## src/rtl/acpi_pm_pkg.sv

```systemverilog
package acpi_pm_pkg;

   // status / enable bit positions
   localparam int unsigned EVT_TMR     = 0;
   localparam int unsigned EVT_GBL     = 5;
   localparam int unsigned EVT_PWRBTN  = 8;
   localparam int unsigned EVT_RTC     = 10;
   localparam int unsigned EVT_WAKE    = 15;

   // control bit positions
   localparam int unsigned CTL_SCI_EN  = 0;
   localparam int unsigned CTL_SLP_EN  = 13;
   localparam int unsigned CTL_TYP_LSB = 10;

   localparam logic [15:0] SCI_SRC_MASK = (16'h1 << EVT_TMR) | (16'h1 << EVT_GBL)
                                        | (16'h1 << EVT_PWRBTN) | (16'h1 << EVT_RTC);
   localparam logic [15:0] SLP_EN_MASK  = 16'h1 << CTL_SLP_EN;

   // window offsets
   localparam int unsigned WIN_BITS = 6;
   localparam logic [WIN_BITS-1:0] OFF_STS  = 6'h00;
   localparam logic [WIN_BITS-1:0] OFF_EN   = 6'h02;
   localparam logic [WIN_BITS-1:0] OFF_CTL  = 6'h04;
   localparam logic [WIN_BITS-1:0] OFF_TMR  = 6'h08;

   // APM commands
   localparam logic [7:0] APM_SCI_ON  = 8'hF1;
   localparam logic [7:0] APM_SCI_OFF = 8'hF0;

   // sleep types acted on
   typedef enum logic [2:0] {
      SLP_TYP_OFF = 3'd0,
      SLP_TYP_S3  = 3'd1
   } slp_typ_e;

   typedef struct packed {
      logic sts;
      logic en;
      logic ctl;
   } pm_wr_t;

endpackage

```

## src/rtl/acpi_pm_timer.sv

```systemverilog
module acpi_pm_timer #(
   parameter int unsigned TMR_W = 24,
   parameter int unsigned EXT_W = 16,
   localparam int unsigned TIME_W = TMR_W + EXT_W
) (
   input  logic              clk,
   input  logic              rst_n,
   input  logic              tick_i,
   input  logic              rearm_i,
   output logic [TMR_W-1:0]  cnt_o,
   output logic              hit_o,
   output logic [TIME_W-1:0] time_o,
   output logic [TIME_W-1:0] ovf_o
);
   localparam logic [TIME_W-1:0] ONE   = {{(TIME_W-1){1'b0}}, 1'b1};
   localparam logic [TIME_W-1:0] HALF  = ONE << (TMR_W - 1);
   localparam logic [TIME_W-1:0] ALIGN = ~(HALF - ONE);

   logic [TIME_W-1:0] time_q;
   logic [TIME_W-1:0] ovf_q;

   always_ff @(posedge clk or negedge rst_n) begin
      if (!rst_n) begin
         time_q <= '0;
         ovf_q  <= HALF;
      end else begin
         if (tick_i)
            time_q <= time_q + ONE;
         if (rearm_i)
            ovf_q <= (time_q + HALF) & ALIGN;
      end
   end

   assign hit_o  = (time_q >= ovf_q);
   assign cnt_o  = time_q[TMR_W-1:0];
   assign time_o = time_q;
   assign ovf_o  = ovf_q;
endmodule

```

## src/rtl/acpi_pm_status.sv

```systemverilog
module acpi_pm_status
   import acpi_pm_pkg::*;
#(
   parameter bit SCI_REG = 1'b0
) (
   input  logic        clk,
   input  logic        rst_n,
   input  logic        wr_sts_i,
   input  logic        wr_en_i,
   input  logic [15:0] wdata_i,
   input  logic        tmr_hit_i,
   input  logic        pwrbtn_i,
   input  logic        wake_set_i,
   output logic [15:0] sts_o,
   output logic [15:0] en_o,
   output logic        rearm_o,
   output logic        sci_o
);
   logic [15:0] sts_q, en_q;
   logic [15:0] sts_now, clr_mask, set_mask, sts_d, en_d;

   always_comb begin
      sts_now  = sts_q;
      if (tmr_hit_i)
         sts_now[EVT_TMR] = 1'b1;
      clr_mask = wr_sts_i ? wdata_i : 16'h0000;
      set_mask = 16'h0000;
      if (pwrbtn_i && en_q[EVT_PWRBTN])
         set_mask[EVT_PWRBTN] = 1'b1;
      if (wake_set_i) begin
         set_mask[EVT_PWRBTN] = 1'b1;
         set_mask[EVT_WAKE]   = 1'b1;
      end
      sts_d   = (sts_now & ~clr_mask) | set_mask;
      en_d    = wr_en_i ? wdata_i : en_q;
      rearm_o = wr_sts_i && wdata_i[EVT_TMR] && sts_now[EVT_TMR];
   end

   always_ff @(posedge clk or negedge rst_n) begin
      if (!rst_n) begin
         sts_q <= '0;
         en_q  <= '0;
      end else begin
         sts_q <= sts_d;
         en_q  <= en_d;
      end
   end

   generate
      if (SCI_REG) begin : g_sci_ff
         logic sci_q;
         always_ff @(posedge clk or negedge rst_n) begin
            if (!rst_n) sci_q <= 1'b0;
            else        sci_q <= |(sts_d & en_d & SCI_SRC_MASK);
         end
         assign sci_o = sci_q;
      end else begin : g_sci_comb
         assign sci_o = |(sts_q & en_q & SCI_SRC_MASK);
      end
   endgenerate

   assign sts_o = sts_q;
   assign en_o  = en_q;
endmodule

```

## src/rtl/acpi_pm_ctl.sv

```systemverilog
module acpi_pm_ctl
   import acpi_pm_pkg::*;
(
   input  logic        clk,
   input  logic        rst_n,
   input  logic        wr_ctl_i,
   input  logic [15:0] wdata_i,
   input  logic        apm_valid_i,
   input  logic [7:0]  apm_cmd_i,
   input  logic        smi_cfg_i,
   output logic [15:0] ctl_o,
   output logic        wake_set_o,
   output logic        shutdown_o,
   output logic        reset_o,
   output logic        s3_o,
   output logic        smi_o
);
   logic [15:0] ctl_q;
   logic        slp_req;
   slp_typ_e    typ;
   logic        shutdown_q, reset_q, s3_q, smi_q;

   assign slp_req    = wr_ctl_i && wdata_i[CTL_SLP_EN];
   assign typ        = slp_typ_e'(wdata_i[CTL_TYP_LSB +: 3]);
   assign wake_set_o = slp_req && (typ == SLP_TYP_S3);

   always_ff @(posedge clk or negedge rst_n) begin
      if (!rst_n) begin
         ctl_q      <= '0;
         shutdown_q <= 1'b0;
         reset_q    <= 1'b0;
         s3_q       <= 1'b0;
         smi_q      <= 1'b0;
      end else begin
         if (wr_ctl_i)
            ctl_q <= wdata_i & ~SLP_EN_MASK;
         if (apm_valid_i) begin
            if (apm_cmd_i == APM_SCI_ON)
               ctl_q[CTL_SCI_EN] <= 1'b1;
            else if (apm_cmd_i == APM_SCI_OFF)
               ctl_q[CTL_SCI_EN] <= 1'b0;
         end
         shutdown_q <= slp_req && (typ == SLP_TYP_OFF);
         reset_q    <= wake_set_o;
         s3_q       <= wake_set_o;
         smi_q      <= apm_valid_i && smi_cfg_i;
      end
   end

   assign ctl_o      = ctl_q;
   assign shutdown_o = shutdown_q;
   assign reset_o    = reset_q;
   assign s3_o       = s3_q;
   assign smi_o      = smi_q;
endmodule

```

## src/rtl/acpi_pm_evt.sv

```systemverilog
module acpi_pm_evt
   import acpi_pm_pkg::*;
#(
   parameter int unsigned ADDR_W  = 16,
   parameter int unsigned TMR_W   = 24,
   parameter int unsigned EXT_W   = 16,
   parameter bit          SCI_REG = 1'b0
) (
   input  logic              clk,
   input  logic              rst_n,
   input  logic              tmr_tick,
   input  logic              acc_valid,
   input  logic              acc_write,
   input  logic              acc_wide,
   input  logic [ADDR_W-1:0] acc_addr,
   input  logic [31:0]       acc_wdata,
   output logic [31:0]       acc_rdata,
   input  logic              apm_valid,
   input  logic [7:0]        apm_cmd,
   input  logic              smi_cfg_en,
   input  logic              pwrbtn_evt,
   output logic              sci,
   output logic              smi_req,
   output logic              shutdown_req,
   output logic              reset_req,
   output logic              s3_req
);
   localparam int unsigned TIME_W = TMR_W + EXT_W;

   generate
      if (ADDR_W < WIN_BITS) begin : g_bad_addr
         $error("acpi_pm_evt: ADDR_W must cover the 6-bit window");
      end
      if (TMR_W < 2 || TMR_W > 32) begin : g_bad_tmr
         $error("acpi_pm_evt: TMR_W must lie in 2..32");
      end
   endgenerate

   logic [WIN_BITS-1:0] off;
   pm_wr_t              wr;
   logic [15:0]         wdata16;
   logic [15:0]         sts_w, en_w, ctl_w;
   logic [TMR_W-1:0]    cnt_w;
   logic [TIME_W-1:0]   time_w, ovf_w;
   logic                hit_w, rearm_w, wake_set_w;

   assign off     = acc_addr[WIN_BITS-1:0];
   assign wdata16 = acc_wdata[15:0];

   always_comb begin
      wr = '0;
      if (acc_valid && acc_write && !acc_wide) begin
         wr.sts = (off == OFF_STS);
         wr.en  = (off == OFF_EN);
         wr.ctl = (off == OFF_CTL);
      end
   end

   acpi_pm_timer #(.TMR_W(TMR_W), .EXT_W(EXT_W)) tmr_i (
      .clk     (clk),
      .rst_n   (rst_n),
      .tick_i  (tmr_tick),
      .rearm_i (rearm_w),
      .cnt_o   (cnt_w),
      .hit_o   (hit_w),
      .time_o  (time_w),
      .ovf_o   (ovf_w)
   );

   acpi_pm_status #(.SCI_REG(SCI_REG)) sts_i (
      .clk        (clk),
      .rst_n      (rst_n),
      .wr_sts_i   (wr.sts),
      .wr_en_i    (wr.en),
      .wdata_i    (wdata16),
      .tmr_hit_i  (hit_w),
      .pwrbtn_i   (pwrbtn_evt),
      .wake_set_i (wake_set_w),
      .sts_o      (sts_w),
      .en_o       (en_w),
      .rearm_o    (rearm_w),
      .sci_o      (sci)
   );

   acpi_pm_ctl ctl_i (
      .clk         (clk),
      .rst_n       (rst_n),
      .wr_ctl_i    (wr.ctl),
      .wdata_i     (wdata16),
      .apm_valid_i (apm_valid),
      .apm_cmd_i   (apm_cmd),
      .smi_cfg_i   (smi_cfg_en),
      .ctl_o       (ctl_w),
      .wake_set_o  (wake_set_w),
      .shutdown_o  (shutdown_req),
      .reset_o     (reset_req),
      .s3_o        (s3_req),
      .smi_o       (smi_req)
   );

   always_comb begin
      acc_rdata = 32'h0;
      if (acc_valid && !acc_write) begin
         if (acc_wide) begin
            if (off == OFF_TMR)
               acc_rdata = 32'(cnt_w);
         end else begin
            case (off)
               OFF_STS: acc_rdata = {16'h0, sts_w};
               OFF_EN:  acc_rdata = {16'h0, en_w};
               OFF_CTL: acc_rdata = {16'h0, ctl_w};
               default: acc_rdata = 32'h0;
            endcase
         end
      end
   end
endmodule

```

## config.mk

```make
export PLATFORM = sky130hd
export DESIGN_NAME = acpi_pm_evt
export DESIGN_NICKNAME = d
export VERILOG_FILES = /design/src/rtl/acpi_pm_pkg.sv /design/src/rtl/acpi_pm_timer.sv /design/src/rtl/acpi_pm_status.sv /design/src/rtl/acpi_pm_ctl.sv /design/src/rtl/acpi_pm_evt.sv
export SDC_FILE = /design/constraint.sdc
export NUM_CORES = 1
export LEC_CHECK = 0
export ABC_AREA = 1
export BUFFER_PORTS_ARGS = -buffer_cell sky130_fd_sc_hd__buf_2
export CELL_PAD_IN_SITES_DETAIL_PLACEMENT = 0
export CELL_PAD_IN_SITES_GLOBAL_PLACEMENT = 1
export CORE_MARGIN = 2
export CORE_UTILIZATION = 32
export CTS_CLUSTER_SIZE = 16
export DETAILED_ROUTE_END_ITERATION = 16
export GPL_TIMING_DRIVEN = 0
export PLACE_DENSITY = 0.67
export SLEW_MARGIN = 20
export SYNTH_ARGS = -nofsm -noshare
export SYNTH_HDL_FRONTEND = slang
export SYNTH_SLANG_ARGS = --single-unit
```

## constraint.sdc

```tcl
create_clock -name clk -period 2.32 [get_ports clk]
set_input_delay 0.116 -clock clk [delete_from_list [all_inputs] [get_ports clk]]
set_output_delay 0.116 -clock clk [all_outputs]
set_load 0.05 [all_outputs]
```

-- Word-level counts from Yosys, hierarchy flattened
Index checks and enable logic that the tools add are counted.
- bits of input ports: 65
- output and inout bits: 37
- register bits: 107
- logic and storage cells: 51
- $lt $le $gt $ge: 1
- multiplexer cells: 14
- bitwise logic cells: 4
- reductions and logical operators: 15
- add/sub/neg operators: 2
- eq/ne operators: 6
- operators by type and width (cell ; count):
    $mux W32 ; 2
    $pmux W16 S3 ; 1
    $add A40 B1 Y40 const B ; 1
    $add A40 B24 Y40 const B ; 1
    $ge A40 B40 Y1 ; 1
    $mux W24 ; 1
    $and A16 B16 Y16 ; 1
    $eq A8 B8 Y1 const B ; 2
    $mux W16 ; 1
    $not A16 Y16 ; 1
    $or A16 B16 Y16 ; 1
    $and A11 B11 Y11 ; 1
    $logic_and A1 B1 Y1 ; 10
    $mux W1 ; 8
    $eq A6 B2 Y1 const B ; 1
    $eq A6 B3 Y1 const B ; 1
    $eq A6 B4 Y1 const B ; 1
    $logic_not A6 Y1 ; 1
    $reduce_or A4 Y1 ; 1
    $eq A3 B1 Y1 const B ; 1
    $logic_not A3 Y1 ; 1
    $mux W3 ; 1
    $logic_not A1 Y1 ; 2

-- Logic depth before layout (Yosys ltp)
Gate-level depths: netlist (run 1).
- depth after elaboration: 7
- gate-level depth with buffers: 14
- mapped depth without buffers: 13

-- Cells and area by module
From an unflattened synthesis (run 1), not the netlist that was laid out.
- cells, all modules: 967
- area, all modules: 7171.9 um2
- modules (own cells, without submodules) (module ; cells an instance ; instances ; area an instance (um2)):
    acpi_pm_timer ; 539 ; 1 ; 4036.4
    acpi_pm_status ; 118 ; 1 ; 1211.2
    acpi_pm_evt ; 220 ; 1 ; 1137.3
    acpi_pm_ctl ; 90 ; 1 ; 787.0

-- Least setup slack after synthesis (run 1)
OpenSTA, ideal clock, no wires.
- path kind: input to output
- start: input acc_addr[5]
- end: output acc_rdata[12]
- setup slack: 107 ps
- stages: 7
- data arrival time: 2097 ps
- data required time: 2204 ps
- path buffers: 2
- cell sequence: nor2_1 -> nand2_1 -> nor2_2 -> buf_4 -> nand3_2 -> buf_2 -> o31ai_1
- cells in the longest elaborated chain, start to end: 4
- elaborated cells on any way between the ends: 8
- those cells by class: 3 x eq/ne; 4 x mux; 1 x reduce/logical
- ends and longest elaborated chain (element ; RTL line ; RTL):
    start: declaration ; acpi_pm_evt.sv:15 ; input logic [ADDR_W-1:0] acc_addr,
    $eq A6 B3 Y1 (tied with other cells) ; acpi_pm_evt.sv:108 ; case (off)
    $pmux W16 S3 or $mux W24 (tied branches) ; acpi_pm_evt.sv:108, acpi_pm_evt.sv:105 ;
    $mux W32 (*) ; acpi_pm_evt.sv:104 ; if (acc_wide) begin
    $mux W32 (*) ; acpi_pm_evt.sv:103 ; if (acc_valid && !acc_write) begin
    end: declaration ; acpi_pm_evt.sv:17 ; output logic [31:0] acc_rdata,
Mark *: on every way between the ends. The rest lies on a longest branch, timed or not.

-- Final worst setup path (run 1)
- start: register tmr_i.time_q[37] (netlist: tmr_i.time_o[37])
- end: register tmr_i.ovf_q[33] (netlist: tmr_i.ovf_o[33])
- cells in the longest elaborated chain, start to end: 3
- ends and longest elaborated chain (element ; RTL line ; RTL):
    start: declaration ; acpi_pm_timer.sv:19 ; logic [TIME_W-1:0] time_q;
    start signal: assignment ; acpi_pm_timer.sv:28 ; time_q <= time_q + ONE;
    $ge A40 B40 Y1 ; acpi_pm_timer.sv:34 ; assign hit_o = (time_q >= ovf_q);
    $mux W1 ; acpi_pm_status.sv:24 ; if (tmr_hit_i)
    $logic_and A1 B1 Y1 ; acpi_pm_status.sv:36 ; rearm_o = wr_sts_i && wdata_i[EVT_TMR] && sts_now[EVT_TMR];
    end signal: assignment ; acpi_pm_timer.sv:30 ; ovf_q <= (time_q + HALF) & ALIGN;
    end: declaration ; acpi_pm_timer.sv:20 ; logic [TIME_W-1:0] ovf_q;
Every way passes these cells.
A chain may end at the register's enable or synchronous reset.

==> results.sh, run 1 <==
export IMPL_status="complete, no violations"
export IMPL_setup_viol=0
export IMPL_synthDistinctLibCells=42
export IMPL_seq_area_frac_synth_pct=42.67
export IMPL_fmax_mhz=486.1
export IMPL_fp_dieH_um=144.1
export IMPL_slew_limit_headroom_pct=55.75
export IMPL_dieArea_um2=20750
export IMPL_ys_async_sr_fraction_pct=100.0
export IMPL_vias=5421
export IMPL_met2RoutedLength_mm=8.103
export IMPL_arrival_ns=2.31
export IMPL_io_pins=102
export IMPL_first_global_vias=5347
export IMPL_synthToLayoutAreaGrowth_pct=16.66
export IMPL_final_max_slew_viol_count=0
export IMPL_place_gp_congestion=0.8306
export IMPL_cts_root_buf="clkbuf_16"
export IMPL_grt_overflow_total=0
export IMPL_vdd_drop_max_mv=0.3612
export IMPL_cts_tree="done"
export IMPL_first_pass_iters=4
export IMPL_drtIter0Drc=257
export IMPL_power_density_nw_per_um2=575.0
export IMPL_synth_edf_count=0
export IMPL_startpoint_type="register"
export IMPL_diodes=0
export IMPL_min_path_type="input pin to register"
export IMPL_grt_usage_pct=18.27
export IMPL_worst_setup_path_end_kind="register"
export IMPL_via_per_inst=4.606
export IMPL_required_ns=2.57
export IMPL_clk_pin_slew_worst_paths_ns=0.08
export IMPL_synth_area_um2=6277
export IMPL_rows=51
export IMPL_clk_latency_ns=0.36
export IMPL_hpwl_mm=13.59
export IMPL_io_buffers=65
export IMPL_ant_nets=0
export IMPL_synth_ff_type="dfrtp_1"
export IMPL_fillers=2118
export IMPL_final_common_cell="nand2_1"
export IMPL_fin_crit_sh_pct=88.68
export IMPL_drc=0
export IMPL_p_leak_nw=3.793
export IMPL_grt_pass1_wl_mm=28.87
export IMPL_die_x_um=144.1
export IMPL_final_setup_skew_ns=0.008725
export IMPL_layout_drive_gt1_share_pct=15.24
export IMPL_syn_inst=819
export IMPL_fp_coreArea_um2=19330
export IMPL_grt_max_degree=73
export IMPL_top_layer_used="met4"
export IMPL_cts_sinks=107
export IMPL_synth_warnings=0
export IMPL_cp_max_fo=10
export IMPL_worstSetupPathType="register to register"
export IMPL_antenna_found_initial=0
export IMPL_htreeDepth=3
export IMPL_rsz0062_at_grt="false"
export IMPL_min_period_ns=2.057
export IMPL_post_cts_repair_setup_buffers=0
export IMPL_start_util_pct=32.47
export IMPL_dr_wl_met3_um=501
export IMPL_wl_per_cell_um=15.02
export IMPL_fin_util_pct=37.88
export IMPL_cts_buffer_depth=2
export IMPL_max_cap_violations=0
export IMPL_finalWirelength_mm=17.68
export IMPL_worst_slew_pin_slew_ns=0.6638
export IMPL_synth_seq_cells=107
export IMPL_hold_viol_final=0
export IMPL_final_cell_mix="nand2_1, inv_1, dfrtp_1"
export IMPL_synth_area_per_cell_um2=7.665
export IMPL_finalNetCount=992
export IMPL_wl_met1_mm=8.757
export IMPL_total_power_w=0.004211
export IMPL_cts_buffers_inserted=9
-- per-layer routing --
layer / GRT usage [%] / vias to the layer above
li1: - / 2761
met1: 25.70 / 2553
met2: 29.30 / 85
met3: 2.152 / 22
met4: 6.037 / 0
met5: 0 / -
-- Yosys cell counts, types with 2 or more instances --
| cell type | count | share of area, % |
|---|---|---|
| nand2_1 | 184 | 11 |
| inv_1 | 125 | 7.5 |
| dfrtp_1 | 106 | 42 |
| nor2_1 | 73 | 4.4 |
| nand3_1 | 61 | 4.9 |
| o21ai_0 | 36 | 2.9 |
| a21oi_1 | 35 | 2.8 |
| xor2_1 | 34 | 4.7 |
| ha_1 | 20 | 4.0 |
| nor3_1 | 19 | 1.5 |
| nand4_1 | 17 | 1.7 |
| o21ai_1 | 16 | 1.3 |
| buf_4 | 14 | 1.7 |
| a31oi_1 | 10 | 1.0 |
| xnor2_1 | 10 | 1.4 |
| nor2_2 | 7 | 0.70 |
| buf_2 | 6 | 0.48 |
| clkbuf_1 | 5 | 0.30 |
| inv_2 | 5 | 0.30 |
| buf_6 | 4 | 0.72 |
| o21ai_2 | 4 | 0.56 |
| nand2_2 | 3 | 0.30 |
| nand3_2 | 3 | 0.48 |
| clkbuf_2 | 2 | 0.16 |
| clkinv_1 | 2 | 0.12 |
| nor3_2 | 2 | 0.32 |
-- power breakdown --
group          switching (W)  internal, W  total, W
clock network       0.000794     0.000760   0.00155
logic               0.000362     0.000185  0.000547
registers           0.000136      0.00197   0.00211
total                0.00129      0.00292   0.00421
-- cell families (layout without fill, tap and decap cells) --
family / Yosys count / in the layout / synth area share [%]
XOR/XNOR: 44 / 44 / 6.139
AND/OR/NAND/NOR: 379 / 379 / 26.97
buffers and inverters: 163 / 249 / 11.22
flip-flops: 107 / 107 / 42.67
adder cells (fa/ha/maj): 20 / 20 / 3.986
other: 1 / 8 / 0.05974
AO/OA/AOI/OAI: 105 / 105 / 8.950
-- final timing paths --
check,start,endpoint,slack [ns],depth (start not counted)
min reg2reg,tmr_i.ovf_o[23],tmr_i.ovf_o[23],0.47,2
max reg2reg,tmr_i.time_o[37],tmr_i.ovf_o[33],0.26,10
min,apm_cmd[0],ctl_i.ctl_o[0],0.009,3
max,tmr_i.time_o[37],tmr_i.ovf_o[33],0.26,10
min in group asynchronous,rst_n,ctl_i.smi_o,0.22,2
max in group asynchronous,rst_n,tmr_i.ovf_o[23],1.37,3
-- final cells by class --
type                       count  area (µm²)  area share, %
inverter                     132       495.5          6.766
sequential                   107        2679          36.58
multi-input combinational    556        2920          39.88
clock inverter                 7       63.81         0.8713
timing repair buffer          70       399.1          5.450
buffer                        31       209.0          2.853
clock buffer                   9       225.2          3.075
tap                          265       331.6          4.528
-- stage by stage --
stage | setup TNS (ns) | hold slack, ns | setup slack [ns] | area (µm²) | std cells
6_report | 0 | 0.009247 | 0.2627 | 7323 | 1177
5_1_grt | 0 | 0.01573 | 0.01223 | 7323 | 1177
4_1_cts | 0 | 0.001260 | 0.2308 | 7323 | 1177
3_5_place_dp | 0 | 0.05928 | 0.2456 | 6994 | 1157
3_3_place_gp | -32.97 | 0.3368 | -0.3189 | 6960 | 1156
2_1_floorplan | 0 | -0.1796 | 0.1066 | 6304 | 826
-- critical path, cell delays in order, from the launching register on --
cell and delay, ns:
dfrtp_1 0.46, ha_1 0.34, a21oi_1 0.15, nor2_1 0.05, nor2_1 0.08, nand2_1 0.09
a21oi_1 0.20, nand2_2 0.20, buf_2 0.24, nand3_1 0.10, nand2_1 0.06
-- state kept, by name, summed over array words and instances (netlist names) --
signal            cells
ctl_i.reset_o         1
tmr_i.ovf_o          17
ctl_i.shutdown_o      1
ctl_i.smi_o           1
ctl_i.ctl_o          15
tmr_i.time_o         40
sts_i.sts_o          16
sts_i.en_o           16
-- repair_timing --
| item | CTS | global route |
|---|---|---|
| endpoints found under the hold margin | 37 | 0 |
| hold buffers | 4 | 0 |
| endpoints found under the setup margin | 0 | 0 |
| resized for setup | 0 | 0 |
No activity file was read; power rests on OpenSTA's default activity.
==> inputs of run 2 (changes only) <==
- CORE_UTILIZATION: 32 -> 42
- PLACE_DENSITY: 0.67 -> 0.84
==> results.sh, run 2 (synthesized netlist as in run 1, its figures left out) <==
export IMPL_hold_viol_final=0
export IMPL_cts_buffer_depth=2
export IMPL_power_density_nw_per_um2=587.9
export IMPL_crit_chain="ha_1 -> a21oi_1 -> nor2_1 -> nor2_1 -> nand2_1 -> a21oi_1 -> nand2_2 -> buf_2 -> nand3_1 -> nand2_1"
export IMPL_status="complete, no violations"
export IMPL_final_setup_skew_ns=0.009738
export IMPL_grt_max_degree=61
export IMPL_min_path_type="input pin to register"
export IMPL_grt_usage_pct=21.68
export IMPL_first_pass_iters=7
export IMPL_final_setup_worst_slack_ns=0.2169
export IMPL_top_layer_used="met4"
export IMPL_worstSetupPathType="register to register"
export IMPL_clkPwrFrac_pct=37.9
export IMPL_whs_ns=0.02045
export IMPL_ant_nets=0
export IMPL_first_global_vias=5254
export IMPL_slew_limit_headroom_pct=57.24
export IMPL_clk_pin_slew_worst_paths_ns=0.08
export IMPL_cts_buffers_inserted=9
export IMPL_crit_path_top_delay_cell="dfrtp_1"
export IMPL_via_per_inst=4.937
export IMPL_p_leak_nw=3.799
export IMPL_worst_slew_pin_slew_ns=0.6415
export IMPL_worst_setup_path_end_kind="register"
export IMPL_required_ns=2.57
export IMPL_cts_root_buf="clkbuf_16"
export IMPL_arrival_ns=2.35
export IMPL_wl_met1_mm=7.918
export IMPL_vias=5411
export IMPL_rsz0062_at_grt="false"
export IMPL_rows=44
export IMPL_antenna_found_initial=0
export IMPL_post_cts_repair_setup_buffers=0
export IMPL_startpoint_type="register"
export IMPL_share_seq_of_total_power_pct=49.5
export IMPL_die_x_um=126.3
export IMPL_total_power_w=0.004257
export IMPL_fmax_mhz=475.5
export IMPL_hpwl_mm=12.62
export IMPL_start_util_pct=43.03
export IMPL_vdd_drop_max_mv=0.3283
export IMPL_pwr_share_comb_pct=12.6
export IMPL_setup_viol=0
export IMPL_drtIter0Drc=315
export IMPL_max_cap_violations=0
export IMPL_io_pins=102
export IMPL_diodes=0
export IMPL_synthToLayoutAreaGrowth_pct=15.35
export IMPL_crit_family="simple AND/OR/NAND/NOR gates"
export IMPL_fin_crit_sh_pct=90.65
export IMPL_largest_reg_flops=40
export IMPL_final_max_slew_viol_count=0
export IMPL_cp_max_fo=10
export IMPL_layout_drive_gt1_share_pct=15.24
export IMPL_dieArea_um2=15940
export IMPL_cts_sinks=107
export IMPL_grt_pass1_wl_mm=27.39
export IMPL_critPathMaxStageDelay_ns=0.48
export IMPL_htreeDepth=3
export IMPL_crit_buf_inv=1
export IMPL_final_cell_mix="nand2_1, inv_1, dfrtp_1"
export IMPL_dp_slack_ns=0.2252
export IMPL_cts_tree="done"
export IMPL_finalWirelength_mm=16.35
export IMPL_clk_latency_ns=0.36
export IMPL_min_period_ns=2.103
export IMPL_final_common_cell="nand2_1"
export IMPL_p_int_w=0.003036
export IMPL_met2RoutedLength_mm=7.594
export IMPL_p_switching_w=0.001221
export IMPL_p_sw_share_pct=28.69
export IMPL_dr_wl_met3_um=566
export IMPL_place_gp_congestion=0.8607
export IMPL_wl_per_cell_um=14.92
export IMPL_io_buffers=65
export IMPL_fp_coreArea_um2=14590
export IMPL_drc=0
export IMPL_finalNetCount=992
export IMPL_grt_overflow_total=0
export IMPL_fp_dieH_um=126.3
[run 2: worst register-to-register path: stages, from the launching register on]
cell and delay [ns]:
dfrtp_1 0.48, ha_1 0.35, a21oi_1 0.16, nor2_1 0.05
nor2_1 0.08, nand2_1 0.08, a21oi_1 0.20, nand2_2 0.20
buf_2 0.24, nand3_1 0.10, nand2_1 0.06
[run 2: final timing paths]
path                                   from               to  slack [ns]  cells past startpoint
max reg2reg                tmr_i.time_o[37]  tmr_i.ovf_o[34]        0.22                     10
max                        tmr_i.time_o[37]  tmr_i.ovf_o[34]        0.22                     10
min                                tmr_tick  tmr_i.time_o[0]        0.02                      2
max in group asynchronous             rst_n  tmr_i.ovf_o[23]        1.33                      3
min in group asynchronous             rst_n   sts_i.sts_o[7]        0.31                      2
min reg2reg                 tmr_i.ovf_o[36]  tmr_i.ovf_o[36]        0.47                      2
[run 2: layer usage]
metal,vias up,GRT usage (%)
li1,2760,-
met4,0,6.981
met5,-,0
met1,2539,30.79
met2,97,35.10
met3,15,2.082
[run 2: timing repair]
action                                 CTS  global route
hold buffers                             4             0
endpoints found under the hold margin   61             0
resized for setup                        0             0
[run 2: per-stage QoR]
step	util, %	cell area [µm²]	std cells	setup TNS, ns
floorplan	-	6304	826	0
global placement	47.02	6859	1075	-18.50
detailed placement	47.25	6893	1076	0
CTS	49.63	7241	1096	0
global route	49.63	7241	1096	0
finish	49.63	7241	1096	0
[run 2: cell type report]
cell class	count	area [µm²]
plain buffers	31	209.0
flip-flops and latches	107	2679
well taps	184	230.2
clock buffers	10	239.0
clock inverters	6	68.82
repair buffers	70	399.1
multi-input cells	556	2920
inverters	132	495.5
fillers	1521	7348
[run 2: power by group through the flow]
stage | clock (W) | sequential [W] | combinational (W)
final | 0.00161 | 0.00211 | 0.000538
after CTS | 0.00165 | 0.00211 | 0.000544
after global placement | 0 | 0.00214 | 0.000523
after global routing | 0.00172 | 0.00213 | 0.000623
after floorplan | 0 | 0.00210 | 0.000370
after detailed placement | 0 | 0.00214 | 0.000537
==> inputs of run 3 (changes only) <==
- CORE_MARGIN: 2 -> 4
==> results.sh, run 3 (synthesized netlist as in run 1, its figures left out) <==
export IMPL_min_delay_start="acc_wdata[14]"
export IMPL_first_global_vias=5106
export IMPL_crit_path_top_delay_cell="dfrtp_1"
export IMPL_hold_viol_final=0
export IMPL_post_cts_repair_setup_buffers=0
export IMPL_final_common_cell="nand2_1"
export IMPL_worstSetupPathType="register to register"
export IMPL_fp_coreArea_um2=14590
export IMPL_first_pass_iters=5
export IMPL_cts_resized=0
export IMPL_wl_per_cell_um=15.14
export IMPL_rows=44
export IMPL_min_period_ns=2.087
export IMPL_worst_slew_pin_slew_ns=0.6471
export IMPL_placed_area_um2=6893
export IMPL_holdPathStages=3
export IMPL_setup_viol=0
export IMPL_cp_max_fo=10
export IMPL_startpoint_type="register"
export IMPL_r2r_cells=11
export IMPL_hpwl_mm=12.63
export IMPL_vias=5407
export IMPL_finalNetCount=992
export IMPL_rr_startpoint="tmr_i.time_o[37]"
export IMPL_fin_crit_sh_pct=89.95
export IMPL_arrival_ns=2.39
export IMPL_die_x_um=130.3
export IMPL_crit_chain="ha_1 -> a21oi_1 -> nor2_1 -> nor2_1 -> nand2_1 -> a21oi_1 -> nand2_2 -> nand2_4 -> buf_6 -> nand2_1 -> nand2_1"
export IMPL_antenna_found_initial=0
export IMPL_place_gp_congestion=0.9097
export IMPL_drtIter0Drc=378
export IMPL_hold_end="ctl_i.ctl_o[14]"
export IMPL_final_setup_skew_ns=0.007094
export IMPL_fmax_mhz=479.2
export IMPL_grt_max_degree=68
export IMPL_vdd_drop_max_mv=0.3430
export IMPL_cts_buffer_depth=2
export IMPL_htreeDepth=3
export IMPL_start_util_pct=43.03
export IMPL_max_cap_violations=0
export IMPL_io_buffers=65
export IMPL_largest_reg_flops=40
export IMPL_fp_dieH_um=130.3
export IMPL_dieArea_um2=16970
export IMPL_crit_family="simple AND/OR/NAND/NOR gates"
export IMPL_grt_pass1_wl_mm=27.04
export IMPL_finalWirelength_mm=16.59
export IMPL_fin_area_um2=7223
export IMPL_crit_buf_inv=1
export IMPL_final_max_slew_viol_count=0
export IMPL_clk_pin_slew_worst_paths_ns=0.08
export IMPL_synthToLayoutAreaGrowth_pct=15.07
export IMPL_cpMostUsedCell="nand2_1"
export IMPL_grt_overflow_total=0
export IMPL_drc=0
export IMPL_diodes=0
export IMPL_critPathMaxStageDelay_ns=0.46
export IMPL_status="complete, no violations"
export IMPL_power_density_nw_per_um2=579.1
export IMPL_p_leak_nw=3.790
export IMPL_layout_drive_gt1_share_pct=15.24
export IMPL_timing_rr_end="tmr_i.ovf_o[31]"
export IMPL_final_cell_mix="nand2_1, inv_1, dfrtp_1"
export IMPL_via_per_inst=4.933
export IMPL_cts_tree="done"
export IMPL_min_path_type="input pin to register"
export IMPL_worst_setup_path_end_kind="register"
export IMPL_io_pins=102
export IMPL_cts_buffers_inserted=9
export IMPL_clk_latency_ns=0.36
export IMPL_finalSetupTns_ns=0
export IMPL_ant_nets=0
export IMPL_slew_limit_headroom_pct=56.86
export IMPL_total_power_w=0.004183
export IMPL_rsz0062_at_grt="false"
export IMPL_cts_sinks=107
export IMPL_cts_root_buf="clkbuf_16"
export IMPL_r2r_slack_ns=0.23
export IMPL_required_ns=2.62
export IMPL_grt_usage_pct=20.62
run 3: cell types whose count changed in the layout (fill, tap and decap cells not counted):
cell,delta
inv_8,+2
bufinv_16,-1
clkbuf_8,-1
clkinv_2,-1
clkinv_4,+1
run 3: what timing repair did:
action,in CTS,in global routing
setup endpoints to repair,0,0
hold buffers,4,0
endpoints found under the hold margin,42,0
run 3: final cells by class:
class / count / area, µm²
plain buffers: 31 / 209.0
clock buffers: 9 / 225.2
clock inverters: 7 / 65.06
fillers: 1489 / 7366
inverters: 132 / 495.5
multi-input cells: 556 / 2920
flip-flops and latches: 107 / 2679
well taps: 184 / 230.2
repair buffers: 70 / 399.1
run 3: worst reg2reg max path: cells and delay by family (launching register included):
family,cells,cell delay [ns]
AND/OR/NAND/NOR,7,0.72
adder cells (fa/ha/maj),1,0.34
flip-flops,1,0.46
buffers and inverters,1,0.16
AO/OA/AOI/OAI,2,0.36
run 3: worst max path at each step:
stage	slack, ns	to	cells past startpoint	start
floorplan	0.11	acc_rdata[12]	7	acc_addr[5]
global placement	-0.21	tmr_i.time_o[14]	1	rst_n
detailed placement	0.27	tmr_i.ovf_o[37]	11	tmr_i.time_o[38]
CTS	0.22	tmr_i.ovf_o[31]	11	tmr_i.time_o[38]
global route	0.04	tmr_i.ovf_o[37]	11	tmr_i.time_o[38]
finish	0.23	tmr_i.ovf_o[31]	11	tmr_i.time_o[37]
run 3: where the power goes:
| group | internal, W | total (W) | leakage (nW) | switching [W] |
|---|---|---|---|---|
| logic | 0.000184 | 0.000537 | 2.25 | 0.000353 |
| registers | 0.00197 | 0.00211 | 1.40 | 0.000133 |
| clock network | 0.000759 | 0.00154 | 0.141 | 0.000781 |
run 3: routing by layer:
| metal | wire (µm) | global-route usage, % |
|---|---|---|
| met5 | 0 | 0 |
| met4 | 227 | 5.685 |
| met3 | 579 | 2.579 |
| met2 | 7731 | 32.83 |
| met1 | 8054 | 29.72 |
run 3: stage by stage:
step / util [%] / std cells / hold WS (ns) / worst slack (ns)
5_1_grt: 49.51 / 1096 / 0.01706 / 0.04327
6_report: 49.51 / 1096 / 0.01787 / 0.2331
4_1_cts: 49.51 / 1096 / 0.005269 / 0.2243
3_5_place_dp: 47.25 / 1076 / 0.07173 / 0.2653
3_3_place_gp: 47.02 / 1075 / 0.3101 / -0.2088
2_1_floorplan: - / 826 / -0.1796 / 0.1066
